--- config.mk ---
export PLATFORM = sky130hd
export DESIGN_NAME = addsub_flag_alu
export DESIGN_NICKNAME = d
export VERILOG_FILES = /design/src/rtl/alu_pkg.sv /design/src/rtl/alu_decode.sv /design/src/rtl/alu_operand_sel.sv /design/src/rtl/alu_adder.sv /design/src/rtl/alu_bitop.sv /design/src/rtl/addsub_flag_alu.sv
export SDC_FILE = /design/constraint.sdc
export NUM_CORES = 1
export LEC_CHECK = 0
export ABC_CLOCK_PERIOD_IN_PS = 10600
export BUFFER_PORTS_ARGS = -buffer_cell sky130_fd_sc_hd__clkbuf_2
export CAP_MARGIN = 0
export CORE_ASPECT_RATIO = 1.5
export CORE_MARGIN = 2
export CORE_UTILIZATION = 30
export DETAILED_ROUTE_END_ITERATION = 10
export PLACE_DENSITY = 0.6
export SLEW_MARGIN = 40
export SYNTH_ARGS = -nofsm -noshare
export SYNTH_HDL_FRONTEND = slang
export SYNTH_SLANG_ARGS = --single-unit
export TNS_END_PERCENT = 5
--- constraint.sdc ---
create_clock -name vclk -period 10.6
set_clock_uncertainty 0.1 [all_clocks]
set_input_delay 0.53 -clock vclk [all_inputs]
set_output_delay 0.53 -clock vclk [all_outputs]
set_load 0.03 [all_outputs]
--- src/rtl/alu_pkg.sv ---
package alu_pkg;

  typedef enum logic [3:0] {
    OP_NOP  = 4'd0,
    OP_ADD  = 4'd1,
    OP_ADDC = 4'd2,
    OP_ADDQ = 4'd3,
    OP_SUB  = 4'd4,
    OP_SUBC = 4'd5,
    OP_SUBQ = 4'd6,
    OP_CMP  = 4'd7,
    OP_CMPQ = 4'd8,
    OP_NEG  = 4'd9,
    OP_BSET = 4'd10,
    OP_BCLR = 4'd11
  } alu_op_e;

  typedef enum logic [1:0] {
    UNIT_NONE  = 2'd0,
    UNIT_ARITH = 2'd1,
    UNIT_BIT   = 2'd2
  } unit_e;

  typedef enum logic [1:0] {
    BSEL_RM      = 2'd0,
    BSEL_QUICK_U = 2'd1,
    BSEL_QUICK_S = 2'd2,
    BSEL_RN      = 2'd3
  } bsel_e;

  typedef struct packed {
    unit_e unit;
    bsel_e bsel;
    logic  sub;
    logic  pre_inc;
    logic  cin_flag;
    logic  a_zero;
    logic  wr;
    logic  bit_set;
  } alu_ctl_t;

endpackage

--- src/rtl/alu_decode.sv ---
module alu_decode
  import alu_pkg::*;
(
  input  logic [3:0] op_i,
  output alu_ctl_t   ctl_o
);

  always_comb begin
    ctl_o = '{unit: UNIT_NONE, bsel: BSEL_RM, sub: 1'b0, pre_inc: 1'b0,
              cin_flag: 1'b0, a_zero: 1'b0, wr: 1'b0, bit_set: 1'b0};
    case (alu_op_e'(op_i))
      OP_ADD:  begin ctl_o.unit = UNIT_ARITH; ctl_o.wr = 1'b1; end
      OP_ADDC: begin ctl_o.unit = UNIT_ARITH; ctl_o.wr = 1'b1; ctl_o.pre_inc = 1'b1; end
      OP_ADDQ: begin ctl_o.unit = UNIT_ARITH; ctl_o.wr = 1'b1; ctl_o.bsel = BSEL_QUICK_U; end
      OP_SUB:  begin ctl_o.unit = UNIT_ARITH; ctl_o.wr = 1'b1; ctl_o.sub = 1'b1; end
      OP_SUBC: begin
        ctl_o.unit = UNIT_ARITH; ctl_o.wr = 1'b1; ctl_o.sub = 1'b1; ctl_o.cin_flag = 1'b1;
      end
      OP_SUBQ: begin
        ctl_o.unit = UNIT_ARITH; ctl_o.wr = 1'b1; ctl_o.sub = 1'b1; ctl_o.bsel = BSEL_QUICK_U;
      end
      OP_CMP:  begin ctl_o.unit = UNIT_ARITH; ctl_o.sub = 1'b1; end
      OP_CMPQ: begin ctl_o.unit = UNIT_ARITH; ctl_o.sub = 1'b1; ctl_o.bsel = BSEL_QUICK_S; end
      OP_NEG:  begin
        ctl_o.unit = UNIT_ARITH; ctl_o.wr = 1'b1; ctl_o.sub = 1'b1;
        ctl_o.a_zero = 1'b1; ctl_o.bsel = BSEL_RN;
      end
      OP_BSET: begin ctl_o.unit = UNIT_BIT; ctl_o.wr = 1'b1; ctl_o.bit_set = 1'b1; end
      OP_BCLR: begin ctl_o.unit = UNIT_BIT; ctl_o.wr = 1'b1; end
      default: ;
    endcase
  end

endmodule

--- src/rtl/alu_operand_sel.sv ---
module alu_operand_sel
  import alu_pkg::*;
#(
  parameter int W     = 32,
  parameter int IMM_W = 5
) (
  input  logic [W-1:0]     rn_i,
  input  logic [W-1:0]     rm_i,
  input  logic [IMM_W-1:0] imm_i,
  input  logic             c_i,
  input  alu_ctl_t         ctl_i,
  output logic [W-1:0]     a_o,
  output logic [W-1:0]     b_o,
  output logic             cin_o
);

  localparam logic [W-1:0] QUICK_ZERO = W'(64'd1 << IMM_W);

  logic [W-1:0] quick_u;
  logic [W-1:0] quick_s;
  logic [W-1:0] a_base;
  logic [W-1:0] b_raw;

  assign quick_u = (imm_i == '0) ? QUICK_ZERO : W'(imm_i);
  assign quick_s = {{(W-IMM_W){imm_i[IMM_W-1]}}, imm_i};

  assign a_base = ctl_i.a_zero ? '0 : rn_i;
  assign a_o    = ctl_i.pre_inc ? (a_base + W'(c_i)) : a_base;

  always_comb begin
    case (ctl_i.bsel)
      BSEL_QUICK_U: b_raw = quick_u;
      BSEL_QUICK_S: b_raw = quick_s;
      BSEL_RN:      b_raw = rn_i;
      default:      b_raw = rm_i;
    endcase
  end

  assign b_o   = ctl_i.sub ? ~b_raw : b_raw;
  assign cin_o = ctl_i.sub & ~(ctl_i.cin_flag & c_i);

endmodule

--- src/rtl/alu_adder.sv ---
module alu_adder #(
  parameter int W = 32
) (
  input  logic [W-1:0] a_i,
  input  logic [W-1:0] b_i,
  input  logic         cin_i,
  output logic [W-1:0] sum_o,
  output logic         cout_o
);

  logic [W:0] full;

  assign full   = {1'b0, a_i} + {1'b0, b_i} + {{W{1'b0}}, cin_i};
  assign sum_o  = full[W-1:0];
  assign cout_o = full[W];

endmodule

--- src/rtl/alu_bitop.sv ---
module alu_bitop #(
  parameter int W     = 32,
  parameter int IMM_W = 5
) (
  input  logic [W-1:0]     rn_i,
  input  logic [IMM_W-1:0] imm_i,
  input  logic             set_i,
  output logic [W-1:0]     res_o
);

  logic [W-1:0] mask;

  for (genvar g = 0; g < W; g++) begin : g_mask
    assign mask[g] = ((int'(imm_i) % W) == g);
  end

  assign res_o = set_i ? (rn_i | mask) : (rn_i & ~mask);

endmodule

--- src/rtl/addsub_flag_alu.sv ---
module addsub_flag_alu
  import alu_pkg::*;
#(
  parameter int W     = 32,
  parameter int IMM_W = 5
) (
  input  logic [W-1:0]     rn_i,
  input  logic [W-1:0]     rm_i,
  input  logic [IMM_W-1:0] imm_i,
  input  logic             c_i,
  input  logic [3:0]       op_i,
  output logic [W-1:0]     result_o,
  output logic             wr_en_o,
  output logic             z_o,
  output logic             n_o,
  output logic             c_o,
  output logic             z_upd_o,
  output logic             n_upd_o,
  output logic             c_upd_o
);

  alu_ctl_t     ctl;
  logic [W-1:0] opa, opb, sum, bit_res;
  logic         add_cin, cout, carry_flag;

  alu_decode u_dec (.op_i(op_i), .ctl_o(ctl));

  alu_operand_sel #(.W(W), .IMM_W(IMM_W)) u_sel (
    .rn_i(rn_i), .rm_i(rm_i), .imm_i(imm_i), .c_i(c_i), .ctl_i(ctl),
    .a_o(opa), .b_o(opb), .cin_o(add_cin)
  );

  alu_adder #(.W(W)) u_add (
    .a_i(opa), .b_i(opb), .cin_i(add_cin), .sum_o(sum), .cout_o(cout)
  );

  alu_bitop #(.W(W), .IMM_W(IMM_W)) u_bit (
    .rn_i(rn_i), .imm_i(imm_i), .set_i(ctl.bit_set), .res_o(bit_res)
  );

  assign carry_flag = ctl.sub ? ~cout : cout;

  always_comb begin
    case (ctl.unit)
      UNIT_ARITH: result_o = sum;
      UNIT_BIT:   result_o = bit_res;
      default:    result_o = '0;
    endcase
  end

  assign wr_en_o = ctl.wr;
  assign z_upd_o = (ctl.unit != UNIT_NONE);
  assign n_upd_o = (ctl.unit != UNIT_NONE);
  assign c_upd_o = (ctl.unit == UNIT_ARITH);

  assign z_o = z_upd_o & (result_o == '0);
  assign n_o = n_upd_o & result_o[W-1];
  assign c_o = c_upd_o ? carry_flag : c_i;

endmodule

Word level (Yosys, flattened, before mapping)
Cells that the tools add are included.
{"block": "totals", "register_bits": 0, "wordCells": 86, "out_inout_bits": 39, "input_bits": 74}
{"block": "op_classes", "n_bitwise": 10, "eq_ne": 47, "mux": 17, "addsub": 3, "reduce_logical": 9}
{"operator": "32-bit 2-to-1 mux", "n": 4}
{"operator": "32-bit one-hot mux with 3 select lines", "n": 1}
{"operator": "5-bit == test, second input constant", "n": 16}
{"operator": "32-bit logical NOT", "n": 2}
{"operator": "32-bit NOT", "n": 2}
{"operator": "32-bit one-hot mux with 2 select lines", "n": 1}
{"operator": "5-bit by 4-bit == test with 1-bit output, second input constant", "n": 8}
{"operator": "32-bit by 32-bit adder with 33-bit output", "n": 1}
{"operator": "33-bit by 1-bit adder with 33-bit output", "n": 1}
{"operator": "32-bit by 1-bit adder with 32-bit output", "n": 1}
{"operator": "32-bit bitwise AND", "n": 1}
{"operator": "32-bit bitwise OR", "n": 1}
{"operator": "5-bit by 3-bit == test with 1-bit output, second input constant", "n": 4}
{"operator": "9-bit OR reduction", "n": 2}
{"operator": "4-bit by 3-bit == test with 1-bit output, second input constant", "n": 4}
{"operator": "4-bit == test, second input constant", "n": 4}
{"operator": "5-bit by 2-bit == test with 1-bit output, second input constant", "n": 2}
{"operator": "4-bit by 2-bit == test with 1-bit output, second input constant", "n": 2}
{"operator": "1-bit 2-to-1 mux", "n": 8}
{"operator": "2-bit == test, second input constant", "n": 3}
{"operator": "6-bit 2-to-1 mux", "n": 1}
{"operator": "2-bit one-hot mux with 3 select lines", "n": 1}
{"operator": "6-bit OR reduction", "n": 1}
{"operator": "5-bit by 1-bit == test with 1-bit output, second input constant", "n": 1}
{"operator": "other kinds (8)", "n": 14}

Depth between registers and ports, before layout
Gate-level depths: netlist of run 1.
{"block": "logic_depth", "ltp_word": 12, "depth_mapped": 28, "ltp_nobuf": 25}

By module
From an unflattened synthesis of run 1, not the netlist that was laid out.
{"block": "unflattened", "cells_unflattened": 760, "area_unflattened_um2": 5034.8}
{"module": "alu_adder", "n_inst": 1, "area_each_um2": 1854.3, "cells_each": 259, "seq_area_each_um2": 0.0}
{"module": "alu_operand_sel", "n_inst": 1, "area_each_um2": 1824.2, "cells_each": 301, "seq_area_each_um2": 0.0}
{"module": "addsub_flag_alu", "n_inst": 1, "area_each_um2": 625.6, "cells_each": 98, "seq_area_each_um2": 0.0}
{"module": "alu_bitop", "n_inst": 1, "area_each_um2": 614.3, "cells_each": 83, "seq_area_each_um2": 0.0}
{"module": "alu_decode", "n_inst": 1, "area_each_um2": 116.4, "cells_each": 19, "seq_area_each_um2": 0.0}

Worst setup path after synthesis of run 1
No wires, ideal clock.
{"block": "synth_path", "path_type": "input-to-output", "from": "input port op_i[3]", "to": "output port z_o", "required_ns": 9.970, "t_arrival_ns": 6.368, "path_slack_ns": 3.602, "n_path_buf": 3, "stages": 20, "cell_sequence": "clkbuf_1 > nor2b_1 > nand2b_1 > o21a_1 > clkbuf_1 > clkbuf_1 > a21oi_1 > a21oi_1 > xnor2_1 > fa_1 > fa_1 > nand2b_1 > a21oi_1 > o32ai_1 > or4_1 > a2111o_1 > or4_1 > or4_1 > or4_1 > nor4_2"}
{"block": "synth_via", "elab_chain_len": 12, "elab_cells_between_ends": 43, "cone_classes": "3 x add/sub; 16 x eq/ne; 13 x mux; 5 x bitwise; 6 x reduce/logical"}
{"item": "start: declaration", "line_no": "addsub_flag_alu.sv:11", "source": "input logic [3:0] op_i,"}
{"item": "branches (longest 9 deep; another with 32-bit by 32-bit adder with 33-bit output)"}
{"item": "32-bit one-hot mux with 2 select lines *", "line_no": "addsub_flag_alu.sv:44", "source": "case (ctl.unit)"}
{"item": "net result_o[4]", "line_no": "addsub_flag_alu.sv:12", "source": "output logic [W-1:0] result_o,"}
{"item": "32-bit logical NOT *", "line_no": "addsub_flag_alu.sv:56", "source": "assign z_o = z_upd_o & (result_o == '0);"}
{"item": "1-bit bitwise AND *", "line_no": "addsub_flag_alu.sv:56"}
{"item": "end: declaration", "line_no": "addsub_flag_alu.sv:14", "source": "output logic z_o,"}
Mark *: on every way through the listed nets, which the timed path passes.

Final worst setup path of run 1
{"block": "layout_path", "from": "input port op_i[3]", "to": "output port z_o"}
{"block": "layout_via", "elab_chain_len": 12, "elab_cells_between_ends": 43, "cone_classes": "3 x add/sub; 16 x eq/ne; 13 x mux; 5 x bitwise; 6 x reduce/logical"}
{"item": "branches (longest 11 deep; another with 32-bit by 32-bit adder with 33-bit output)"}
{"item": "1-bit bitwise AND *", "line_no": "addsub_flag_alu.sv:56"}
Mark *: on every way between the ends.

==> impl_metrics.tcl, run 1 <==
set metrics [dict create \
    dieArea_um2 15700 \
    syn_area_um2 4410 \
    synth_common_cells "nand2_1 (89), xor2_1 (62), nor2_1 (60), a21oi_1 (54), ha_1 (36)" \
    hp-class "in2out" \
    fin_nets 875 \
    drc 0 \
    finalHoldViolCount 0 \
    core_area_um2 14500 \
    dp_hpwl_mm 14.1 \
    finalHoldWorstSlack_ns 1.40 \
    seq_cells 0 \
    fin_cells 957 \
    gp_congestion 0.960 \
    crit_slowest_cell "or4_1" \
    p_leak_nw 2.26 \
    setup_tns_ns 0 \
    synth_area_leader_cell "xor2_1" \
    dr.first_iter.drc_count 325 \
    min_period_over_period_pct 70.5 \
    required_ns 9.97 \
    fill_cells 1666 \
    worstMarginPinSlew_ns 0.687 \
    place_inst 957 \
    yosys.area.top_type_share_pct 12.3 \
    setup_ws_ns 3.13 \
    critPathLaunch "op_i[3]" \
    cts_setup_buffers 0 \
    crit_type "in2out" \
    status "finished, final reports clean" \
    drt_first_pass_iters 5 \
    hold_buffers 0 \
    multi_input_area_um2 4190 \
    max_freq_ghz 0.134 \
    drv_cap 0 \
    grt_overflow 0 \
    drv_slew 0 \
    area_delta_synth_final_pct 16.3 \
    total_power_uw 494 \
    die_x_um 103 \
    die_h_um 152 \
    grt_start_max_net_pins 38 \
    grtUsageTotal_pct 21.4 \
    worst_slew_margin_rel_pct 54.1 \
    vias 5503 \
    nClkBuffers 0 \
    path_cells "clkbuf_2 -> nor2b_1 -> nand2_2 -> and2_1 -> ha_1 -> ha_1 -> and3_1 -> nand4_1 -> nor2_1 -> nand2_1 -> xor2_1 -> ha_1 -> nand4_1 -> o221ai_1 -> nand3_1 -> and3_1 -> a21boi_0 -> o32ai_1 -> or4_1 -> or4_1 -> or4_1 -> nor4_2 -> clkbuf_2" \
    crit_path_end "z_o" \
    end_kind "output port" \
    io_buffers 113 \
    initial_core_util_pct 30.5 \
    synthTopCellsByArea "xor2_1 (12%), ha_1 (10%), nand2_1 (7.6%)" \
    critPathLaunchType "primary input" \
    rows 54 \
    pin_count 113 \
    setup_viol 0 \
    slowest_delay_ns 0.54 \
    cts-resized-gates 0 \
    seqCellArea_um2 0 \
    antenna_found_initial 0 \
    routed_wl_mm 17.4 \
    fin_crit_ns 7.47 \
    postSynthCellCount 684 \
    drive_gt1_share_pct 18.1 \
    grt_pass1_vias 5215 \
    yosysUniqueCellTypes 61 \
    grt_pass1_wl_mm 27.6 \
    cp_max_fo 22 \
    yosys.cell_count.top_type "nand2_1" \
    yosysSeqAreaShare_pct 0 \
    vias_per_cell 5.75 \
    antenna-diode-count 0 \
    vdd_drop_max_uv 52.2 \
    place_ws_ns 2.96 \
    power_density_nw_per_um2 96.4 \
    yosysWarnings 0 \
    antenna_left 0 \
    synth_nets 796 \
    rsz0062_at_grt "false" \
    wl_per_cell_um 18.2 \
    cp_data_arrival_time_ns 6.84 \
    postSynthAreaPerCell_um2 6.44 \
]
## critical path, delay by kind of cell
kind / cells / cell delay [ns]
adder cells (fa/ha/maj): 3 / 0.88
XOR/XNOR: 1 / 0.23
AO/OA/AOI/OAI: 3 / 0.69
AND/OR/NAND/NOR: 14 / 4.04
buffers and inverters: 2 / 0.44
## cell type report
cell class | count | share of cell area [%]
Tap cell | 196 | 4.78
Inverter | 18 | 1.32
Timing Repair Buffer | 121 | 12.2
Multi-Input combinational cell | 622 | 81.7
## layer usage
layer / up-vias / wire (um) / GRT usage (%)
met2: 182 / 8890 / 38.4
met1: 2596 / 6980 / 26.9
met4: 0 / 629 / 6.14
met5: - / 0 / 0
met3: 38 / 933 / 1.42
li1: 2687 / - / -
## cell families after synthesis
kind of cell | Yosys count | share of synthesized area [%]
multiplexers | 29 | 6.59
XOR/XNOR | 83 | 16.5
adder cells (fa/ha/maj) | 38 | 11.1
AO/OA/AOI/OAI | 192 | 28.6
AND/OR/NAND/NOR | 280 | 31.5
buffers and inverters | 62 | 5.68
## power breakdown
group	leakage [nW]	switching, mW	internal (mW)
registers	0	0	0
logic	2.26	0.319	0.176
clock network	0	0	0
## stage by stage
stage / area (um^2) / util [%]
2_1_floorplan: 4410 / -
3_3_place_gp: 5120 / 35.4
3_5_place_dp: 5120 / 35.4
4_1_cts: 5120 / 35.4
5_1_grt: 5130 / 35.5
6_report: 5130 / 35.5
## placed cells by master, fill, tap and decap left out, drive strengths merged, types with 3 or more instances in the layout
cell type,Yosys,final
clkbuf,34,113
nand2,89,89
xor2,62,62
nor2,60,60
a21oi,54,54
ha,36,36
o21ai,32,32
a221oi,30,30
mux2i,29,29
nand3,24,24
o22ai,23,23
xnor2,21,21
nand4,18,18
inv,18,18
nor3,17,17
nor2b,12,12
or3,11,11
nand2b,9,9
a21o,9,9
and3,8,8
or4,8,8
buf,10,8
and2,8,8
a31oi,7,7
or3b,4,4
o21bai,4,4
o21a,3,3
and4,3,3
a22oi,3,3
a21boi,3,3
nor3b,3,3
## worst min path at each step
| stage | from | to | slack [ns] | depth (start not counted) |
|---|---|---|---|---|
| final | c_i | c_o | 1.40 | 4 |
| after global routing | c_i | c_o | 1.44 | 4 |
| after CTS | c_i | c_o | 1.41 | 4 |
| after detailed placement | c_i | c_o | 1.41 | 4 |
| after global placement | c_i | c_o | 1.41 | 4 |
| after floorplan | c_i | c_o | 1.17 | 2 |
Power figures use the tool's default switching activity.
==> inputs of run 2 (changes only) <==
--- a/config.mk
+++ b/config.mk
@@ -5,7 +5,8 @@
 export SDC_FILE = /design/constraint.sdc
 export NUM_CORES = 1
 export LEC_CHECK = 0
-export ABC_CLOCK_PERIOD_IN_PS = 10600
+export ABC_AREA = 1
+export ABC_CLOCK_PERIOD_IN_PS = 6800
 export BUFFER_PORTS_ARGS = -buffer_cell sky130_fd_sc_hd__clkbuf_2
 export CAP_MARGIN = 0
 export CORE_ASPECT_RATIO = 1.5
==> constraint.sdc (replaced) <==
create_clock -name vclk -period 6.8
set_clock_uncertainty 0.1 [all_clocks]
set_input_delay 0.34 -clock vclk [all_inputs]
set_output_delay 0.34 -clock vclk [all_outputs]
set_load 0.03 [all_outputs]
==> run 2 against run 1 <==
- non-clock buffer count increased by 4
- sequential share of layout area unchanged
- largest cell class unchanged
- final cell count increased by 60%
==> impl_metrics.tcl, run 2 <==
set metrics [dict create \
    routed_wl_mm 25.9 \
    cts-resized-gates 0 \
    dp_hpwl_mm 22.2 \
    drc 0 \
    hp-start "op_i[2]" \
    core_area_um2 19200 \
    vdd_drop_max_uv 75.4 \
    slowest_delay_ns 0.40 \
    setup_ws_ns 1.23 \
    dieArea_um2 20700 \
    die_x_um 118 \
    seqCellArea_um2 0 \
    worstMarginPinSlew_ns 0.827 \
    initial_core_util_pct 30.6 \
    drv_cap 0 \
    fin_cells 1528 \
    place_inst 1528 \
    yosys.cell_count.top_type "nand2_1" \
    fin_nets 1386 \
    pin_count 113 \
    required_ns 6.36 \
    layout_commonest_cell "nand2_1" \
    synth_common_cells "nand2_1 (381), inv_1 (224), nand3_1 (132), nor2_1 (105), xor2_1 (58)" \
    die_h_um 175 \
    grt_pass1_wl_mm 39.4 \
    synthTopCellsByArea "nand2_1 (24%), inv_1 (14%), nand3_1 (11%)" \
    grt_pass1_vias 7357 \
    rows 62 \
    antenna_found_initial 0 \
    drv_slew 0 \
    finalHoldViolCount 0 \
    yosysUniqueCellTypes 40 \
    setup_tns_ns 0 \
    final_cell_mix "nand2_1 (379), inv_1 (224), nand3_1 (132)" \
    io_buffers 113 \
    grtUsageTotal_pct 24.0 \
    area_delta_synth_final_pct 13.7 \
    cp_max_fo 24 \
    end_kind "output port" \
    whs_path_depth 3 \
    min_period_over_period_pct 81.9 \
    cp_data_arrival_time_ns 5.13 \
    yosys.area.top_type_share_pct 24.4 \
    postSynthAreaPerCell_um2 4.94 \
    p_leak_nw 3.99 \
    yosysSeqAreaShare_pct 0 \
    grt_overflow 0 \
    fin_crit_ns 5.57 \
    syn_area_um2 5860 \
    wl_per_cell_um 16.9 \
    drt_first_pass_iters 7 \
    synth_nets 1298 \
    hold_buffers 0 \
    worst_slew_margin_rel_pct 44.7 \
    antenna-diode-count 0 \
    status "finished, final reports clean" \
    power_density_nw_per_um2 133 \
    vias_per_cell 5.19 \
    dr.first_iter.drc_count 612 \
    rsz0062_at_grt "false" \
    crit_slowest_cell "nor3_1" \
    place_ws_ns 1.39 \
    crit_top_cell "nand2_1" \
    drive_gt1_share_pct 12.6 \
    cts_setup_buffers 0 \
    grt_start_max_net_pins 34 \
    seq_cells 0 \
    postSynthCellCount 1186 \
    crit_type "in2out" \
    critPathLaunchType "primary input" \
    yosysWarnings 0 \
    setup_viol 0 \
    nClkBuffers 0 \
    fill_cells 2267 \
    antenna_left 0 \
    max_freq_ghz 0.180 \
    gp_congestion 1.06 \
    vias 7928 \
    hp-class "in2out" \
    synth_area_leader_cell "nand2_1" \
    holdPathEnd "wr_en_o" \
]
run 2: kinds of logic (layout without fill, tap and decap cells):
logic type	after synthesis	count (layout)	share of synthesized area (%)
compound gates	109	109	11.1
xor+xnor	62	62	9.27
fa+ha+maj	38	38	8.37
buf+inv	268	354	17.8
simple gates	709	709	53.4
run 2: power breakdown:
group	switching [mW]	leakage [nW]	internal, mW	total, mW
Combinational	0.616	3.99	0.271	0.887
Clock	0	0	0	0
Sequential	0	0	0	0
Total	0.616	3.99	0.271	0.887
run 2: stage by stage:
step | power, mW | area (um^2) | hold WS (ns) | utilization, %
floorplan | 0.617 | 5860 | 0.791 | -
finish | 0.887 | 6660 | 0.982 | 34.8
global route | 0.985 | 6660 | 1.03 | 34.8
detailed placement | 0.871 | 6660 | 0.978 | 34.8
global placement | 0.871 | 6660 | 0.972 | 34.8
CTS | 0.874 | 6660 | 0.980 | 34.8
run 2: worst max-delay path, delay by kind of cell:
family                   cells  cell delay, ns
AND/OR/NAND/NOR             20            3.07
AO/OA/AOI/OAI                1            0.14
adder cells (fa/ha/maj)      1            0.39
buffers and inverters        7            0.98
XOR/XNOR                     1            0.21
run 2: layout make-up:
class                           count  area [um^2]  share of cell area, %
Timing Repair Buffer              125          656                   9.84
Multi-Input combinational cell    918         4830                   72.5
Tap cell                          256          320                   4.81
Inverter                          229          860                   12.9
run 2: how the worst max path moves through the flow:
| stage | start | end | slack [ns] | cells past startpoint |
|---|---|---|---|---|
| floorplan | op_i[3] | z_o | 2.05 | 32 |
| global placement | op_i[3] | z_o | 1.36 | 30 |
| detailed placement | op_i[3] | z_o | 1.39 | 30 |
| CTS | op_i[3] | z_o | 1.38 | 30 |
| global route | op_i[3] | z_o | 1.04 | 32 |
| finish | op_i[3] | z_o | 1.23 | 30 |
run 2: metal layers:
metal  GRT usage [%]  part of all wire (%)  up-vias
met5               0                     0        -
met4            14.2                   7.2        0
li1                -                     -     3924
met3            1.37                   6.1       96
met1            28.1                    38     3531
met2            42.9                    49      377
==> inputs of run 3 (changes only) <==
--- a/config.mk
+++ b/config.mk
@@ -6,7 +6,7 @@
 export NUM_CORES = 1
 export LEC_CHECK = 0
 export ABC_AREA = 1
-export ABC_CLOCK_PERIOD_IN_PS = 6800
+export ABC_CLOCK_PERIOD_IN_PS = 5040
 export BUFFER_PORTS_ARGS = -buffer_cell sky130_fd_sc_hd__clkbuf_2
 export CAP_MARGIN = 0
 export CORE_ASPECT_RATIO = 1.5
==> constraint.sdc (replaced) <==
create_clock -name vclk -period 5.04
set_clock_uncertainty 0.1 [all_clocks]
set_input_delay 0.252 -clock vclk [all_inputs]
set_output_delay 0.252 -clock vclk [all_outputs]
set_load 0.03 [all_outputs]
==> run 3 against run 2 <==
- total power is 40% higher
- final area is 2.9% higher
- sequential share of layout area stayed put
- via count is 1.2% lower
- final cell count is 0.59% higher
- largest power group unchanged
==> impl_metrics.tcl, run 3 (synthesized netlist as in run 2, its figures left out) <==
set metrics [dict create \
    die_h_um 175 \
    grt_start_max_net_pins 33 \
    fin_nets 1395 \
    cp_max_fo 29 \
    grt_pass1_vias 7389 \
    layout_commonest_cell "nand2_1" \
    whs_path_depth 3 \
    cp_data_arrival_time_ns 4.37 \
    die_x_um 118 \
    wl_met1_mm 10.0 \
    place_ws_ns 0.111 \
    core_area_um2 19200 \
    hold_buffers 0 \
    grt_overflow 0 \
    grt_pass1_wl_mm 40.1 \
    end_kind "output port" \
    worst_slew_margin_rel_pct 43.7 \
    drv_cap 0 \
    seq_cells 0 \
    dieArea_um2 20700 \
    max_freq_ghz 0.212 \
    grtUsageTotal_pct 24.8 \
    drive_gt1_share_pct 15.2 \
    crit_top_cell "nor2_1" \
    required_ns 4.69 \
    wl_per_cell_um 17.3 \
    path_buf_inv 6 \
    path_depth 28 \
    final_cell_mix "nand2_1 (376), inv_1 (224), nand3_1 (129)" \
    drv_slew 0 \
    routed_wl_mm 26.7 \
    drc 0 \
    pin_count 113 \
    setup_ws_ns 0.317 \
    setup_tns_ns 0 \
    critPathLaunch "op_i[3]" \
    worstMarginPinSlew_ns 0.844 \
    crit_type "in2out" \
    antenna_found_initial 0 \
    place_inst 1534 \
    finalHoldWorstSlack_ns 0.842 \
    initial_core_util_pct 30.6 \
    min_period_over_period_pct 93.7 \
    hp-class "in2out" \
    gp_congestion 0.961 \
    antenna_left 0 \
    nClkBuffers 0 \
    slowest_delay_ns 0.37 \
    crit_slowest_cell "ha_2" \
    rsz0062_at_grt "false" \
    antenna-diode-count 0 \
    fill_cells 2311 \
    seqCellArea_um2 0 \
    vdd_drop_max_uv 85.7 \
    setup_viol 0 \
    vias_per_cell 5.10 \
    highest_layer "met4" \
    routed-wl-met3_mm 1.45 \
    fin_cells 1537 \
    status "finished, final reports clean" \
    finalHoldViolCount 0 \
    p_leak_nw 4.04 \
    dr.first_iter.drc_count 441 \
    io_buffers 113 \
    postLayoutCoreUtil_pct 35.8 \
    vias 7833 \
    rows 62 \
    crit_path_end "z_o" \
    power_density_nw_per_um2 181 \
    area_delta_synth_final_pct 17.0 \
    dr_wl_met2_mm 13.0 \
    drt_first_pass_iters 5 \
    fin_crit_ns 4.72 \
    dp_hpwl_mm 23.0 \
    cp_top_family "simple AND/OR/NAND/NOR gates" \
    critPathLaunchType "primary input" \
]
## run 3: area by class of cell
| type | instances | area (um^2) | area share, % |
|---|---|---|---|
| Tap cell | 256 | 320 | 4.67 |
| Multi-Input combinational cell | 918 | 4930 | 72.0 |
| Inverter | 229 | 860 | 12.5 |
| Timing Repair Buffer | 134 | 742 | 10.8 |
## run 3: routing by layer
metal  vias to the layer above  global-route usage (%)
met5                         -                       0
met4                         0                    16.0
met3                        95                    2.28
met2                       312                    44.7
met1                      3482                    27.6
li1                       3944                       -
## run 3: worst min path at each step
stage	startpoint	endpoint	slack, ns
2_1_floorplan	c_i	c_o	0.62
3_3_place_gp	op_i[2]	wr_en_o	0.80
3_5_place_dp	op_i[2]	wr_en_o	0.81
4_1_cts	op_i[2]	wr_en_o	0.81
5_1_grt	op_i[2]	wr_en_o	0.87
6_report	op_i[2]	wr_en_o	0.84
## run 3: per-stage QoR
stage,instance area [um^2],power (mW)
2_1_floorplan,5860,0.832
3_3_place_gp,6720,1.20
3_5_place_dp,6720,1.20
4_1_cts,6720,1.20
5_1_grt,6850,1.37
6_report,6850,1.24
## run 3: where the power goes
part,switching (mW),internal [mW]
clock network,0,0
logic,0.858,0.384
registers,0,0
total,0.858,0.384
## run 3: what timing repair did
item,CTS,global route
setup endpoints to repair,0,5
buffers inserted,0,3
gates resized for setup,0,32
